==> config.mk <==
export PLATFORM = sky130hd
export DESIGN_NAME = cmd_stream_parser
export DESIGN_NICKNAME = d
export VERILOG_FILES = /design/src/rtl/cmdp_pkg.sv /design/src/rtl/cmdp_ctrl.sv /design/src/rtl/cmdp_dpath.sv /design/src/rtl/cmd_stream_parser.sv
export SDC_FILE = /design/constraint.sdc
export NUM_CORES = 1
export LEC_CHECK = 0
export ABC_AREA = 1
export BUFFER_PORTS_ARGS = -buffer_cell sky130_fd_sc_hd__buf_2
export CAP_MARGIN = 15
export CELL_PAD_IN_SITES_DETAIL_PLACEMENT = 1
export CELL_PAD_IN_SITES_GLOBAL_PLACEMENT = 2
export CORE_MARGIN = 2
export CORE_UTILIZATION = 33
export DETAILED_ROUTE_END_ITERATION = 16
export PLACE_DENSITY_LB_ADDON = 0.1
export SLEW_MARGIN = 20
export SYNTH_ARGS = -nofsm -noshare
export SYNTH_HDL_FRONTEND = slang
export SYNTH_HIERARCHICAL = 1
export SYNTH_SLANG_ARGS = --single-unit
==> constraint.sdc <==
create_clock -name clk -period 3.4 [get_ports clk]
set_input_delay 0.68 -clock clk [delete_from_list [all_inputs] [get_ports clk]]
set_output_delay 0.68 -clock clk [all_outputs]
set_load 0.005 [all_outputs]
==> src/rtl/cmdp_pkg.sv <==
package cmdp_pkg;
  localparam int WORD_W  = 32;
  localparam int CLASS_W = 10;
  localparam int OFF_W   = 12;
  localparam int CNT_W   = 16;
  localparam int GCNT_W  = 14;
  localparam int KIND_W  = 3;

  localparam logic [3:0] OP_SETCL   = 4'd0;
  localparam logic [3:0] OP_INCR    = 4'd1;
  localparam logic [3:0] OP_FIXED   = 4'd2;
  localparam logic [3:0] OP_MASK    = 4'd3;
  localparam logic [3:0] OP_IMM     = 4'd4;
  localparam logic [3:0] OP_RESTART = 4'd5;
  localparam logic [3:0] OP_GATHER  = 4'd6;
  localparam logic [3:0] OP_EXT     = 4'd14;

  typedef enum logic [1:0] {M_INCR, M_FIXED, M_MASK, M_GATHER} paymode_e;
  typedef enum logic [KIND_W-1:0] {
    EV_RESTART = 3'd0, EV_GATHER = 3'd1, EV_ACQ = 3'd2, EV_REL = 3'd3, EV_UNK = 3'd4
  } evkind_e;

  typedef struct packed {
    logic     hdrLoad;
    logic     setClass;
    logic     immWr;
    logic     payWr;
    logic     evFire;
    evkind_e  evKind;
    paymode_e mode;
  } strobe_t;

  function automatic logic [3:0] lowIdx(input logic [CNT_W-1:0] m);
    logic [3:0] idx;
    idx = '0;
    for (int i = CNT_W - 1; i >= 0; i--) if (m[i]) idx = 4'(i);
    return idx;
  endfunction
endpackage

==> src/rtl/cmdp_ctrl.sv <==
module cmdp_ctrl
  import cmdp_pkg::*;
(
  input  logic              clk,
  input  logic              rstN,
  input  logic [WORD_W-1:0] word,
  input  logic              inValid,
  input  logic              outFree,
  input  logic              cntOne,
  input  logic              maskOne,
  output logic              inReady,
  output strobe_t           stb
);
  logic     inPay, nextPay;
  paymode_e mode, nextMode;
  logic     acc, last;

  assign inReady = outFree;
  assign acc = inValid && outFree;

  always_comb begin
    stb = '0;
    stb.mode = mode;
    nextPay = inPay;
    nextMode = mode;
    last = 1'b0;
    if (acc) begin
      if (!inPay) begin
        case (word[31:28])
          OP_SETCL: begin
            stb.setClass = 1'b1;
            if (word[5:0] != '0) begin
              stb.hdrLoad = 1'b1; nextPay = 1'b1; nextMode = M_MASK;
            end
          end
          OP_INCR: if (word[15:0] != '0) begin
            stb.hdrLoad = 1'b1; nextPay = 1'b1; nextMode = M_INCR;
          end
          OP_FIXED: if (word[15:0] != '0) begin
            stb.hdrLoad = 1'b1; nextPay = 1'b1; nextMode = M_FIXED;
          end
          OP_MASK: if (word[15:0] != '0) begin
            stb.hdrLoad = 1'b1; nextPay = 1'b1; nextMode = M_MASK;
          end
          OP_IMM: stb.immWr = 1'b1;
          OP_RESTART: begin
            stb.evFire = 1'b1; stb.evKind = EV_RESTART;
          end
          OP_GATHER: begin
            stb.hdrLoad = 1'b1; nextPay = 1'b1; nextMode = M_GATHER;
          end
          OP_EXT: begin
            stb.evFire = 1'b1;
            case (word[27:24])
              4'd0:    stb.evKind = EV_ACQ;
              4'd1:    stb.evKind = EV_REL;
              default: stb.evKind = EV_UNK;
            endcase
          end
          default: ;
        endcase
      end else begin
        if (mode == M_GATHER) begin
          stb.evFire = 1'b1; stb.evKind = EV_GATHER; last = 1'b1;
        end else begin
          stb.payWr = 1'b1;
          last = (mode == M_MASK) ? maskOne : cntOne;
        end
        if (last) nextPay = 1'b0;
      end
    end
  end

  always_ff @(posedge clk or negedge rstN) begin
    if (!rstN) begin
      inPay <= 1'b0;
      mode  <= M_INCR;
    end else begin
      inPay <= nextPay;
      mode  <= nextMode;
    end
  end
endmodule

==> src/rtl/cmdp_dpath.sv <==
module cmdp_dpath
  import cmdp_pkg::*;
(
  input  logic               clk,
  input  logic               rstN,
  input  logic [WORD_W-1:0]  word,
  input  strobe_t            stb,
  input  logic               wrReady,
  input  logic               evReady,
  output logic               outFree,
  output logic               cntOne,
  output logic               maskOne,
  output logic               wrValid,
  output logic [CLASS_W-1:0] wrClass,
  output logic [OFF_W-1:0]   wrOffset,
  output logic [WORD_W-1:0]  wrData,
  output logic               evValid,
  output logic [KIND_W-1:0]  evKind,
  output logic [OFF_W-1:0]   evOffset,
  output logic               evInsert,
  output logic               evType,
  output logic [GCNT_W-1:0]  evCount,
  output logic [WORD_W-1:0]  evAddr
);
  logic [CLASS_W-1:0] curClass;
  logic [OFF_W-1:0]   baseOff, step, payOff;
  logic [CNT_W-1:0]   cnt, mask;
  logic               gIns, gTyp;
  logic [GCNT_W-1:0]  gCnt;

  assign outFree = (!wrValid || wrReady) && (!evValid || evReady);
  assign cntOne  = (cnt == CNT_W'(1));
  assign maskOne = ((mask & (mask - CNT_W'(1))) == '0);

  always_comb begin
    case (stb.mode)
      M_INCR:  payOff = baseOff + step;
      M_FIXED: payOff = baseOff;
      default: payOff = baseOff + OFF_W'(lowIdx(mask));
    endcase
  end

  always_ff @(posedge clk or negedge rstN) begin
    if (!rstN) begin
      curClass <= '0; baseOff <= '0; step <= '0; cnt <= '0; mask <= '0;
      gIns <= 1'b0; gTyp <= 1'b0; gCnt <= '0;
    end else begin
      if (stb.setClass) curClass <= word[15:6];
      if (stb.hdrLoad) begin
        baseOff <= word[27:16];
        cnt     <= word[15:0];
        mask    <= stb.setClass ? {10'b0, word[5:0]} : word[15:0];
        step    <= '0;
        gIns    <= word[15];
        gTyp    <= word[14];
        gCnt    <= word[13:0];
      end else if (stb.payWr) begin
        cnt  <= cnt - CNT_W'(1);
        step <= step + OFF_W'(1);
        mask <= mask & (mask - CNT_W'(1));
      end
    end
  end

  always_ff @(posedge clk or negedge rstN) begin
    if (!rstN) begin
      wrValid <= 1'b0; wrClass <= '0; wrOffset <= '0; wrData <= '0;
    end else if (stb.immWr || stb.payWr) begin
      wrValid  <= 1'b1;
      wrClass  <= curClass;
      wrOffset <= stb.immWr ? word[27:16] : payOff;
      wrData   <= stb.immWr ? {16'b0, word[15:0]} : word;
    end else if (wrReady) begin
      wrValid <= 1'b0;
    end
  end

  always_ff @(posedge clk or negedge rstN) begin
    if (!rstN) begin
      evValid <= 1'b0; evKind <= '0; evOffset <= '0; evInsert <= 1'b0;
      evType <= 1'b0; evCount <= '0; evAddr <= '0;
    end else if (stb.evFire) begin
      evValid  <= 1'b1;
      evKind   <= stb.evKind;
      evOffset <= (stb.evKind == EV_GATHER) ? baseOff : '0;
      evInsert <= (stb.evKind == EV_GATHER) && gIns;
      evType   <= (stb.evKind == EV_GATHER) && gTyp;
      evCount  <= (stb.evKind == EV_GATHER) ? gCnt : '0;
      case (stb.evKind)
        EV_RESTART:    evAddr <= word << 4;
        EV_ACQ, EV_REL: evAddr <= {24'b0, word[7:0]};
        default:       evAddr <= word;
      endcase
    end else if (evReady) begin
      evValid <= 1'b0;
    end
  end
endmodule

==> src/rtl/cmd_stream_parser.sv <==
module cmd_stream_parser
  import cmdp_pkg::*;
(
  input  logic               clk,
  input  logic               rstN,
  input  logic [WORD_W-1:0]  inData,
  input  logic               inValid,
  output logic               inReady,
  output logic               wrValid,
  input  logic               wrReady,
  output logic [CLASS_W-1:0] wrClass,
  output logic [OFF_W-1:0]   wrOffset,
  output logic [WORD_W-1:0]  wrData,
  output logic               evValid,
  input  logic               evReady,
  output logic [KIND_W-1:0]  evKind,
  output logic [OFF_W-1:0]   evOffset,
  output logic               evInsert,
  output logic               evType,
  output logic [GCNT_W-1:0]  evCount,
  output logic [WORD_W-1:0]  evAddr
);
  strobe_t stb;
  logic    outFree, cntOne, maskOne;

  cmdp_ctrl u_ctrl (
    .clk(clk), .rstN(rstN), .word(inData), .inValid(inValid), .outFree(outFree),
    .cntOne(cntOne), .maskOne(maskOne), .inReady(inReady), .stb(stb)
  );

  cmdp_dpath u_dpath (
    .clk(clk), .rstN(rstN), .word(inData), .stb(stb), .wrReady(wrReady),
    .evReady(evReady), .outFree(outFree), .cntOne(cntOne), .maskOne(maskOne),
    .wrValid(wrValid), .wrClass(wrClass), .wrOffset(wrOffset), .wrData(wrData),
    .evValid(evValid), .evKind(evKind), .evOffset(evOffset), .evInsert(evInsert),
    .evType(evType), .evCount(evCount), .evAddr(evAddr)
  );
endmodule

==> flow_summary_export.csv, run 1 <==
group,metric,value,unit
run_status,status,"complete, no violations",
die,dieArea,31200,um2
clocking,clock_path_buffers,3,
finish,layoutNonFillerInstCount,1768,
synthesis,synth-seq-area-share,51.9,%
drt,wl_per_cell,18.7,um
sta,timing.final.hold_violations,0,
synthesis,synth_seq_cells,204,
synthesis,synth_most_common_cell,"nand2_1",
synthesis,synth_enable_flop_cells,0,
drt,wl,33000,um
place,placed_cell_area,11200,um2
worst_setup_path,slowest_stage,"dfrtp_1",
sta,rsz0062_at_grt,"false",
worst_setup_path,crit_family,"simple AND/OR/NAND/NOR gates",
clocking,cts_tree,"done",
grt,met2_usage,34.7,%
worst_setup_path,cp.depth,17,
die,io_pins,157,
drt,viasPerCell,4.92,
clocking,cts_sinks,204,
sta,setup_violations,0,
synthesis,synth_nets,1256,
worst_hold_path,min_path_type,"input pin to async pin",
clocking,cts_buffers,25,
power_and_ir_drop,swShare,40.1,%
sta,slew-limit-headroom,44.4,%
finish,fin_util,40.6,%
worst_setup_path,critPathLaunchType,"flop",
grt,first_global_vias,8979,
worst_setup_path,cp_slowest_stage_delay,400,ps
synthesis,yosysWarnings,6,
drt,drtIter0Drc,360,
grt,grt_start_max_net_pins,89,
worst_setup_path,crit_path_end_kind,"flop",
synthesis,yosys.area.top_type,"dfrtp_1",
grt,met3_usage,2.71,%
sta,setup-tns-final,0,ps
clocking,holdBufCountCts,0,
grt,busiest_layer,"met2",
worst_setup_path,worst_path_most_repeated_cell,"nand2_1",
synthesis,yosysUniqueCellTypes,46,
worst_setup_path,r2r_cells,17,
clocking,clock_latency,540,ps
sta,worstMarginPinSlew,827,ps
synthesis,synth_area_per_cell,8.17,um2
grt,antenna_found_initial,0,
sta,fmax,336,MHz
place,dp.cells,1722,
finish,nets,1411,
worst_setup_path,path_class,"flop to flop",
worst_setup_path,cp.arrival,3400,ps
power_and_ir_drop,pwr_density_cell,942,nW/um2
power_and_ir_drop,leakage,6.11,nW
synthesis,synth_top_flop_cell,"dfrtp_1",
sta,min_period,2980,ps
place,portBuffers,156,
grt,grt_pass1_wl,51900,um
die,die_height,177,um
worst_setup_path,cp.required,3820,ps
worst_setup_path,crit_chain,"nor2_1 > a21oi_1 > o21ai_0 > nand2_1 > nand2_1 > nand3_1 > o21ai_0 > ha_1 > nand3_1 > nand3_1 > a21boi_1 > o21ai_0 > xor2_1 > nand2_1 > nand3_1 > nand2_1 > nand2_1",
clocking,cts.repair.resized,0,
drt,drc,0,
synthesis,netlist_area,9840,um2
die,initial_core_util,33.4,%
worst_setup_path,r2r_slack,420,ps
power_and_ir_drop,comb_power_share,39.9,%
die,row_count,63,
clocking,cts-root-buf,"clkbuf_16",
drt,antenna_left,0,
synthesis,synth-async-reset-ratio,100,%
power_and_ir_drop,p_int,0.00676,W
grt,gr-total-overflow,0,
drt,num_vias,8695,
power_and_ir_drop,peakVddDrop,374,uV
die,coreArea,29500,um2
finish,antenna_cells,0,
sta,fin_skew,8.85,ps
place,gp_congestion,0.802,
run,cap_violations,0,
synthesis,syn-instance-count,1204,
grt,use_met1,30.7,%
die,die_w,177,um
worst_setup_path,r2r_start,"u_dpath/mask[13]$_DFFE_PN0P_",
power_and_ir_drop,p_total,0.0113,W
clocking,cts_setup_buffers,0,
worst_setup_path,cp_num_buf_inv,0,
worst_setup_path,path_max_fanout,3,
sta,period_share,87.6,%
sta,slew_viol_final,0,
finish,syn2layout_area_growth,21.8,%
drt,drt_first_pass_iters,5,
synthesis,ys_top_cells_by_area,"dfrtp_1 52%, nand2_1 13%, o21ai_0 8.0%",
worst_setup_path,worstReg2RegEnd,"u_dpath/wrOffset[7]$_DFFE_PN0P_",
power_and_ir_drop,power.switching,0.00453,W
clocking,htree_levels,1,
power_and_ir_drop,seq_power_share,36.5,%
synthesis,yosys-top-cells-count,"345 x nand2_1, 204 x dfrtp_1, 157 x o21ai_0",
synthesis,netlist.area_leader.share,51.9,%
place,dpl.hpwl,24100,um
clocking,cts.clk_slew.worst_paths,60,ps
power_and_ir_drop,power_frac_clock,23.6,%
worst_setup_path,startpoint,"u_dpath/mask[13]$_DFFE_PN0P_",
grt,grt_usage,21.4,%
finish,drive_gt1_share,18.2,%
finish,fin_area,12000,um2
worst reg2reg max path, stage by stage (launching register included):
cell and delay [ps]:
dfrtp_1 400, nor2_1 260, a21oi_1 140, o21ai_0 180, nand2_1 90, nand2_1 70, nand3_1 70, o21ai_0 220
ha_1 320, nand3_1 80, nand3_1 140, a21boi_1 290, o21ai_0 140, xor2_1 160, nand2_1 60, nand3_1 100
nand2_1 90, nand2_1 50
worst max-delay path by stage:
stage | end
CTS | u_dpath/wrOffset[7]$_DFFE_PN0P_
detailed placement | u_dpath/wrOffset[7]$_DFFE_PN0P_
finish | u_dpath/wrOffset[7]$_DFFE_PN0P_
floorplan | u_dpath/wrOffset[8]$_DFFE_PN0P_
global route | u_dpath/wrOffset[7]$_DFFE_PN0P_
global placement | u_dpath/wrOffset[7]$_DFFE_PN0P_
placed cells by master, fill, tap and decap left out, types with 13 or more instances in the layout:
cell         n
nor2_1      63
a21oi_1     45
nand3_1     32
o21ai_0    157
buf_2      155
clkbuf_16   25
ha_1        14
dfrtp_1    204
buf_4       18
inv_1      143
xor2_1      13
o22ai_1     28
nand2_1    345
through the flow:
stage,setup slack [ps],hold WS (ps)
2_1_floorplan,831,384
3_3_place_gp,497,457
3_5_place_dp,468,461
4_1_cts,431,245
5_1_grt,4.88,267
6_report,421,229
layer usage:
metal  vias to the layer above  part of all wire [%]
li1                       4215                     -
met1                      4301                    49
met2                       146                    46
met3                        33                   3.6
met4                         0                   1.7
met5                         -                     0
sequential cells by signal, summed over array words and instances (netlist names), 12 cells and up:
| signal | cells |
|---|---|
| u_dpath/baseOff | 12 |
| u_dpath/cnt | 16 |
| u_dpath/evAddr | 32 |
| u_dpath/evCount | 14 |
| u_dpath/evOffset | 12 |
| u_dpath/gCnt | 14 |
| u_dpath/mask | 16 |
| u_dpath/step | 12 |
| u_dpath/wrData | 32 |
| u_dpath/wrOffset | 12 |
cell type report:
cell class	count	area, um2
fill	3640	17500
sequential	204	5100
multi-input combinational	795	3960
timing repair buffer	179	1020
clock buffer	41	756
inverter	154	581
tap	390	488
clock inverter	5	67.6
power by group through the flow:
| stage | logic, W | clock network, W | registers (W) |
|---|---|---|---|
| finish | 0.00451 | 0.00266 | 0.00413 |
| global route | 0.00517 | 0.00283 | 0.00426 |
| CTS | 0.00457 | 0.00274 | 0.00414 |
| detailed placement | 0.00453 | 0 | 0.00417 |
| global placement | 0.00445 | 0 | 0.00415 |
| floorplan | 0.00277 | 0 | 0.00406 |
logic make-up after synthesis:
logic type,count (synthesis),synth area share (%)
compound gates,276,15.6
xor+xnor,16,1.42
fa+ha+maj,15,1.98
buf+inv,205,8.00
flops,204,51.9
simple gates,488,21.1
No activity file was read; power rests on OpenSTA's default activity.
==> inputs of run 2 (changes only) <==
Settings changed: ABC_AREA 1 to default, CORE_UTILIZATION 33 to 36.
==> flow_summary_export.csv, run 2 <==
group,metric,value,unit
run_status,status,"complete, no violations",
die,initial_core_util,36.7,%
finish,antenna_cells,0,
clocking,clock_latency,520,ps
finish,drive_gt1_share,28.3,%
drt,num_vias,7740,
power_and_ir_drop,p_total,0.0114,W
worst_hold_path,min_path_type,"input pin to async pin",
synthesis,synth_top_flop_cell,"dfrtp_1",
sta,setup_violations,0,
power_and_ir_drop,leakage,5.59,nW
place,dp_slack,-24.1,ps
clocking,cts.clk_slew.worst_paths,60,ps
worst_setup_path,path_class,"flop to flop",
power_and_ir_drop,swShare,35.8,%
power_and_ir_drop,p_int,0.00735,W
synthesis,synth-seq-area-share,53.3,%
power_and_ir_drop,seq_power_share,37.9,%
clocking,cts_buffers,25,
drt,drtIter0Drc,360,
synthesis,synth_seq_cells,204,
synthesis,synth-async-reset-ratio,100,%
finish,largestRegisters,"u_dpath/evAddr x32, u_dpath/wrData x32",
drt,wl_per_cell,20.2,um
synthesis,syn-instance-count,946,
synthesis,synth_most_common_cell,"dfrtp_1",
drt,drt_first_pass_iters,5,
sta,slew-limit-headroom,32.9,%
sta,fmax,305,MHz
grt,grt_start_max_net_pins,97,
sta,worstMarginPinSlew,1010,ps
drt,wl,29800,um
synthesis,synth_enable_flop_cells,0,
finish,nets,1177,
sta,rsz0062_at_grt,"true",
synthesis,netlist_area,9570,um2
sta,fin_skew,21.0,ps
worst_setup_path,path_max_fanout,2,
place,dpl.hpwl,20500,um
sta,slew_viol_final,0,
run,cap_violations,0,
finish,final_common_cell,"dfrtp_1",
finish,fin_util,45.9,%
place,portBuffers,156,
worst_setup_path,cp.arrival,3670,ps
die,die_height,167,um
grt,gr-total-overflow,0,
grt,antenna_found_initial,0,
clocking,clock_path_buffers,3,
synthesis,yosys.area.top_type,"dfrtp_1",
drt,antenna_left,0,
die,io_pins,157,
clocking,holdBufCountCts,0,
synthesis,yosys-top-cells-count,"204 x dfrtp_1, 94 x nand2_1, 86 x nor2_1",
sta,min_period,3280,ps
worst_setup_path,cp.required,3800,ps
drt,viasPerCell,5.23,
place,placed_cell_area,11000,um2
sta,timing.final.hold_violations,0,
sta,period_share,96.4,%
synthesis,yosysWarnings,6,
worst_setup_path,critPathLaunchType,"flop",
drt,drc,0,
synthesis,netlist.area_leader.share,53.3,%
power_and_ir_drop,power.switching,0.00409,W
grt,first_global_vias,8241,
die,coreArea,26100,um2
clocking,cts-root-buf,"clkbuf_16",
place,gp_congestion,0.789,
grt,grt_usage,21.4,%
clocking,cts_sinks,204,
die,dieArea,27900,um2
die,die_w,167,um
power_and_ir_drop,power_frac_clock,24.1,%
clocking,htree_levels,1,
power_and_ir_drop,pwr_density_cell,957,nW/um2
finish,fin_area,11900,um2
synthesis,ys_top_cells_by_area,"dfrtp_1 53%, mux2_2 5.9%, o21ai_0 3.9%",
synthesis,synth_area_per_cell,10.1,um2
synthesis,synth_nets,998,
power_and_ir_drop,comb_power_share,38.0,%
power_and_ir_drop,peakVddDrop,447,uV
clocking,cts_tree,"done",
finish,mostFrequentLayoutCells,"202 x dfrtp_1, 155 x buf_2, 94 x nand2_1, 84 x nor2_1, 73 x o21ai_0",
synthesis,yosysUniqueCellTypes,66,
finish,syn2layout_area_growth,24.8,%
worst_setup_path,crit_path_end_kind,"flop",
grt,grt_pass1_wl,47700,um
sta,worst_slack,122,ps
die,row_count,59,
## run 2: cell count changes in the layout (fill, tap and decap cells not counted), moves of 23 or more
cell,change
buf_4,+23
mux2_2,+50
nand2_1,-251
o21ai_0,-84
inv_1,-79
mux2i_1,+24
## run 2: worst paths after layout
path                                              startpoint                               end  slack [ps]  depth (start not counted)
worst max-delay path            u_dpath/mask[10]$_DFFE_PN0P_  u_dpath/wrOffset[11]$_DFFE_PN0P_         120                         12
worst min-delay path                                    rstN    u_dpath/evCount[9]$_DFFE_PN0P_         210                          1
worst max register to register  u_dpath/mask[10]$_DFFE_PN0P_  u_dpath/wrOffset[11]$_DFFE_PN0P_         120                         12
worst min register to register  u_dpath/gCnt[11]$_DFFE_PN0P_   u_dpath/evCount[11]$_DFFE_PN0P_         480                          2
max in group asynchronous                               rstN       u_dpath/cnt[15]$_DFFE_PN0P_        2430                          2
min in group clk                                     wrReady       u_dpath/wrValid$_DFFE_PN0P_         360                          2
## run 2: critical path: stages, from the launching register on
cell	delay (ps)
dfrtp_1	390
or4_4	540
nor3_4	220
a211oi_1	100
a21o_1	180
ha_1	280
a21o_1	170
a21oi_2	160
a21oi_2	80
or3_1	330
o41ai_2	320
mux2i_1	130
a221o_1	260
## run 2: power groups by stage
stage          Combinational (W)  Sequential (W)  Clock [W]
2_1_floorplan            0.00243         0.00430          0
3_3_place_gp             0.00416         0.00432          0
6_report                 0.00434         0.00434    0.00275
4_1_cts                  0.00427         0.00434    0.00284
3_5_place_dp             0.00424         0.00434          0
5_1_grt                  0.00490         0.00452    0.00294
## run 2: logic make-up after synthesis
logic type / Yosys count / synth area share, %
AND/OR/NAND/NOR: 272 / 13.8
buffers and inverters: 115 / 4.74
adder cells (fa/ha/maj): 18 / 2.37
flip-flops: 204 / 53.3
XOR/XNOR: 32 / 2.93
multiplexers: 74 / 8.39
AO/OA/AOI/OAI: 231 / 14.5
## run 2: layout make-up
cell class,instances,area (um2)
inverters,65,244
clock inverters,4,73.8
fillers,2956,14100
multi-input cells,627,4120
well taps,335,419
flip-flops and latches,204,5110
repair buffers,202,1200
clock buffers,42,790
## run 2: stage by stage
step	hold slack, ps	TNS [ps]	instances
after floorplan	384	0	946
after global placement	468	0	1426
after detailed placement	475	-24.1	1426
after CTS	223	0	1472
after global routing	245	-38.2	1479
final	208	0	1479
## run 2: repair_timing
item / CTS / global route
cloned: 0 / 0
setup buffers: 0 / 7
pin swaps: 0 / 15
setup endpoints to repair: 1 / 6
resized for setup: 1 / 18
## run 2: per-layer routing
metal | up-vias | part of all wire (%) | global-route usage [%]
met3 | 34 | 5.7 | 4.82
met2 | 167 | 46 | 33.2
met5 | - | 0 | 0
met4 | 0 | 1.7 | 4.12
li1 | 3641 | - | -
met1 | 3898 | 47 | 31.0
==> inputs of run 3 (changes only) <==
Settings changed: CORE_UTILIZATION 36 to 32.
Clock period 3.4 ns to 3 ns, I/O delays scaled along.
==> flow_summary_export.csv, run 3 (same netlist as run 2, synthesis figures left out) <==
group,metric,value,unit
sta,slew_viol_final,0,
grt,grt_pass1_wl,48000,um
drt,num_vias,7727,
die,initial_core_util,32.4,%
die,row_count,63,
worst_setup_path,slowest_stage,"or4_4",
die,io_pins,157,
finish,syn2layout_area_growth,28.4,%
die,die_height,177,um
sta,fmax,322,MHz
sta,setup-tns-final,-336,ps
clocking,cts.clk_slew.worst_paths,60,ps
clocking,htree_levels,1,
drt,drt_first_pass_iters,4,
power_and_ir_drop,leakage,5.72,nW
grt,antenna_found_initial,2,
finish,mostFrequentLayoutCells,"203 x dfrtp_1, 155 x buf_2, 93 x nand2_1, 84 x nor2_1, 67 x o21ai_0",
worst_setup_path,critPathLaunchType,"flop",
clocking,cts-root-buf,"clkbuf_16",
clocking,cts_sinks,204,
place,portBuffers,156,
worst_hold_path,min_path_type,"input pin to async pin",
drt,wl_per_cell,19.5,um
worst_setup_path,path_max_fanout,4,
drt,viasPerCell,4.98,
finish,final_common_cell,"dfrtp_1",
place,dp_slack,-305,ps
grt,grt_usage,19.7,%
grt,grt_start_max_net_pins,71,
run,cap_violations,0,
worst_setup_path,cp_slowest_stage_delay,590,ps
worst_setup_path,crit_chain,"or4_4 > nor3_4 > a211oi_2 > a21o_1 > ha_4 > a21o_1 > a21oi_2 > a21oi_2 > or3_1 > o41ai_2 > mux2i_1 > a221o_1",
worst_setup_path,cp.arrival,3520,ps
finish,nets,1197,
sta,worst_slack,-107,ps
sta,worstMarginPinSlew,880,ps
sta,slew-limit-headroom,41.4,%
drt,drc,0,
sta,timing.final.hold_violations,0,
drt,wl,30200,um
die,dieArea,31300,um2
drt,drtIter0Drc,403,
drt,antenna_left,0,
power_and_ir_drop,pwr_density_cell,1090,nW/um2
finish,drive_gt1_share,30.7,%
die,coreArea,29600,um2
grt,gr-total-overflow,0,
run_status,status,"complete, but fails checks",
sta,setup_violations,5,
sta,fin_skew,11.4,ps
finish,largestRegisters,"u_dpath/evAddr x32, u_dpath/wrData x32",
clocking,cts_buffers,25,
place,dpl.hpwl,21200,um
sta,rsz0062_at_grt,"true",
clocking,cts_tree,"done",
grt,first_global_vias,8173,
place,gp_congestion,0.775,
sta,min_period,3110,ps
clocking,clock_path_buffers,3,
worst_setup_path,path_class,"flop to flop",
sta,period_share,104,%
worst_setup_path,crit_path_end_kind,"flop",
run_status,violations,"setup timing",
finish,final.fill_count,3355,
power_and_ir_drop,peakVddDrop,484,uV
die,die_w,177,um
worst_setup_path,cp.required,3410,ps
clocking,clock_latency,540,ps
-- run 3: final cells by class --
type	count	area, um2	share of cell area [%]
clock inverter	8	136	1.11
antenna	1	2.50	0.0204
tap	390	488	3.97
timing repair buffer	222	1400	11.4
multi-input combinational	627	4170	34.0
sequential	204	5110	41.5
clock buffer	35	743	6.05
inverter	65	244	1.99
-- run 3: what timing repair did --
action | CTS | global route
cloned | 0 | 0
buffers inserted | 4 | 2
pin swaps | 21 | 15
endpoints found under the setup margin | 7 | 10
hold endpoints to repair | 0 | 0
hold buffers | 0 | 0
resized for setup | 17 | 13
-- run 3: stage by stage --
stage | hold slack [ps] | util, % | cell area [um2] | std cells | power [W]
6_report | 52.2 | 41.6 | 12300 | 1552 | 0.0134
5_1_grt | 85.3 | 41.6 | 12300 | 1551 | 0.0144
4_1_cts | 61.4 | 41.4 | 12200 | 1549 | 0.0135
3_5_place_dp | 473 | 38.2 | 11300 | 1503 | 0.0101
3_3_place_gp | 464 | 38.2 | 11300 | 1503 | 0.0100
2_1_floorplan | 304 | - | 9620 | 946 | 0.00768
-- run 3: path summary, 6_finish.rpt --
kind	startpoint	endpoint	slack, ps	depth (start not counted)
hold reg to reg	u_dpath/gCnt[5]$_DFFE_PN0P_	u_dpath/evCount[5]$_DFFE_PN0P_	480	2
setup / recovery	u_dpath/mask[10]$_DFFE_PN0P_	u_dpath/wrOffset[11]$_DFFE_PN0P_	-110	12
min in group clk	wrReady	u_dpath/wrValid$_DFFE_PN0P_	290	2
hold / removal	rstN	u_dpath/step[8]$_DFFE_PN0P_	50	1
max in group asynchronous	rstN	u_dpath/curClass[9]$_DFFE_PN0P_	2130	2
setup reg to reg	u_dpath/mask[10]$_DFFE_PN0P_	u_dpath/wrOffset[11]$_DFFE_PN0P_	-110	12
-- run 3: power breakdown --
| part | internal (W) | total [W] | switching, W |
|---|---|---|---|
| Combinational | 0.00259 | 0.00529 | 0.00270 |
| Clock | 0.00198 | 0.00320 | 0.00122 |
| Sequential | 0.00403 | 0.00491 | 0.000881 |
-- run 3: routing by layer --
metal	wire length [um]	global-route usage [%]	share of wire, %
met5	13	0	0.043
met4	525	3.93	1.7
met3	1510	3.52	5.0
met1	14500	28.5	48
met2	13700	30.9	45
-- run 3: worst max-delay path, delay by kind of cell, from the launching register on --
kind | cells | cell delay (ps)
adders and majority gates | 1 | 220
and+or+nand+nor | 3 | 1070
AOI/OAI and AO/OA | 7 | 1160
DFF | 1 | 410
muxes | 1 | 120
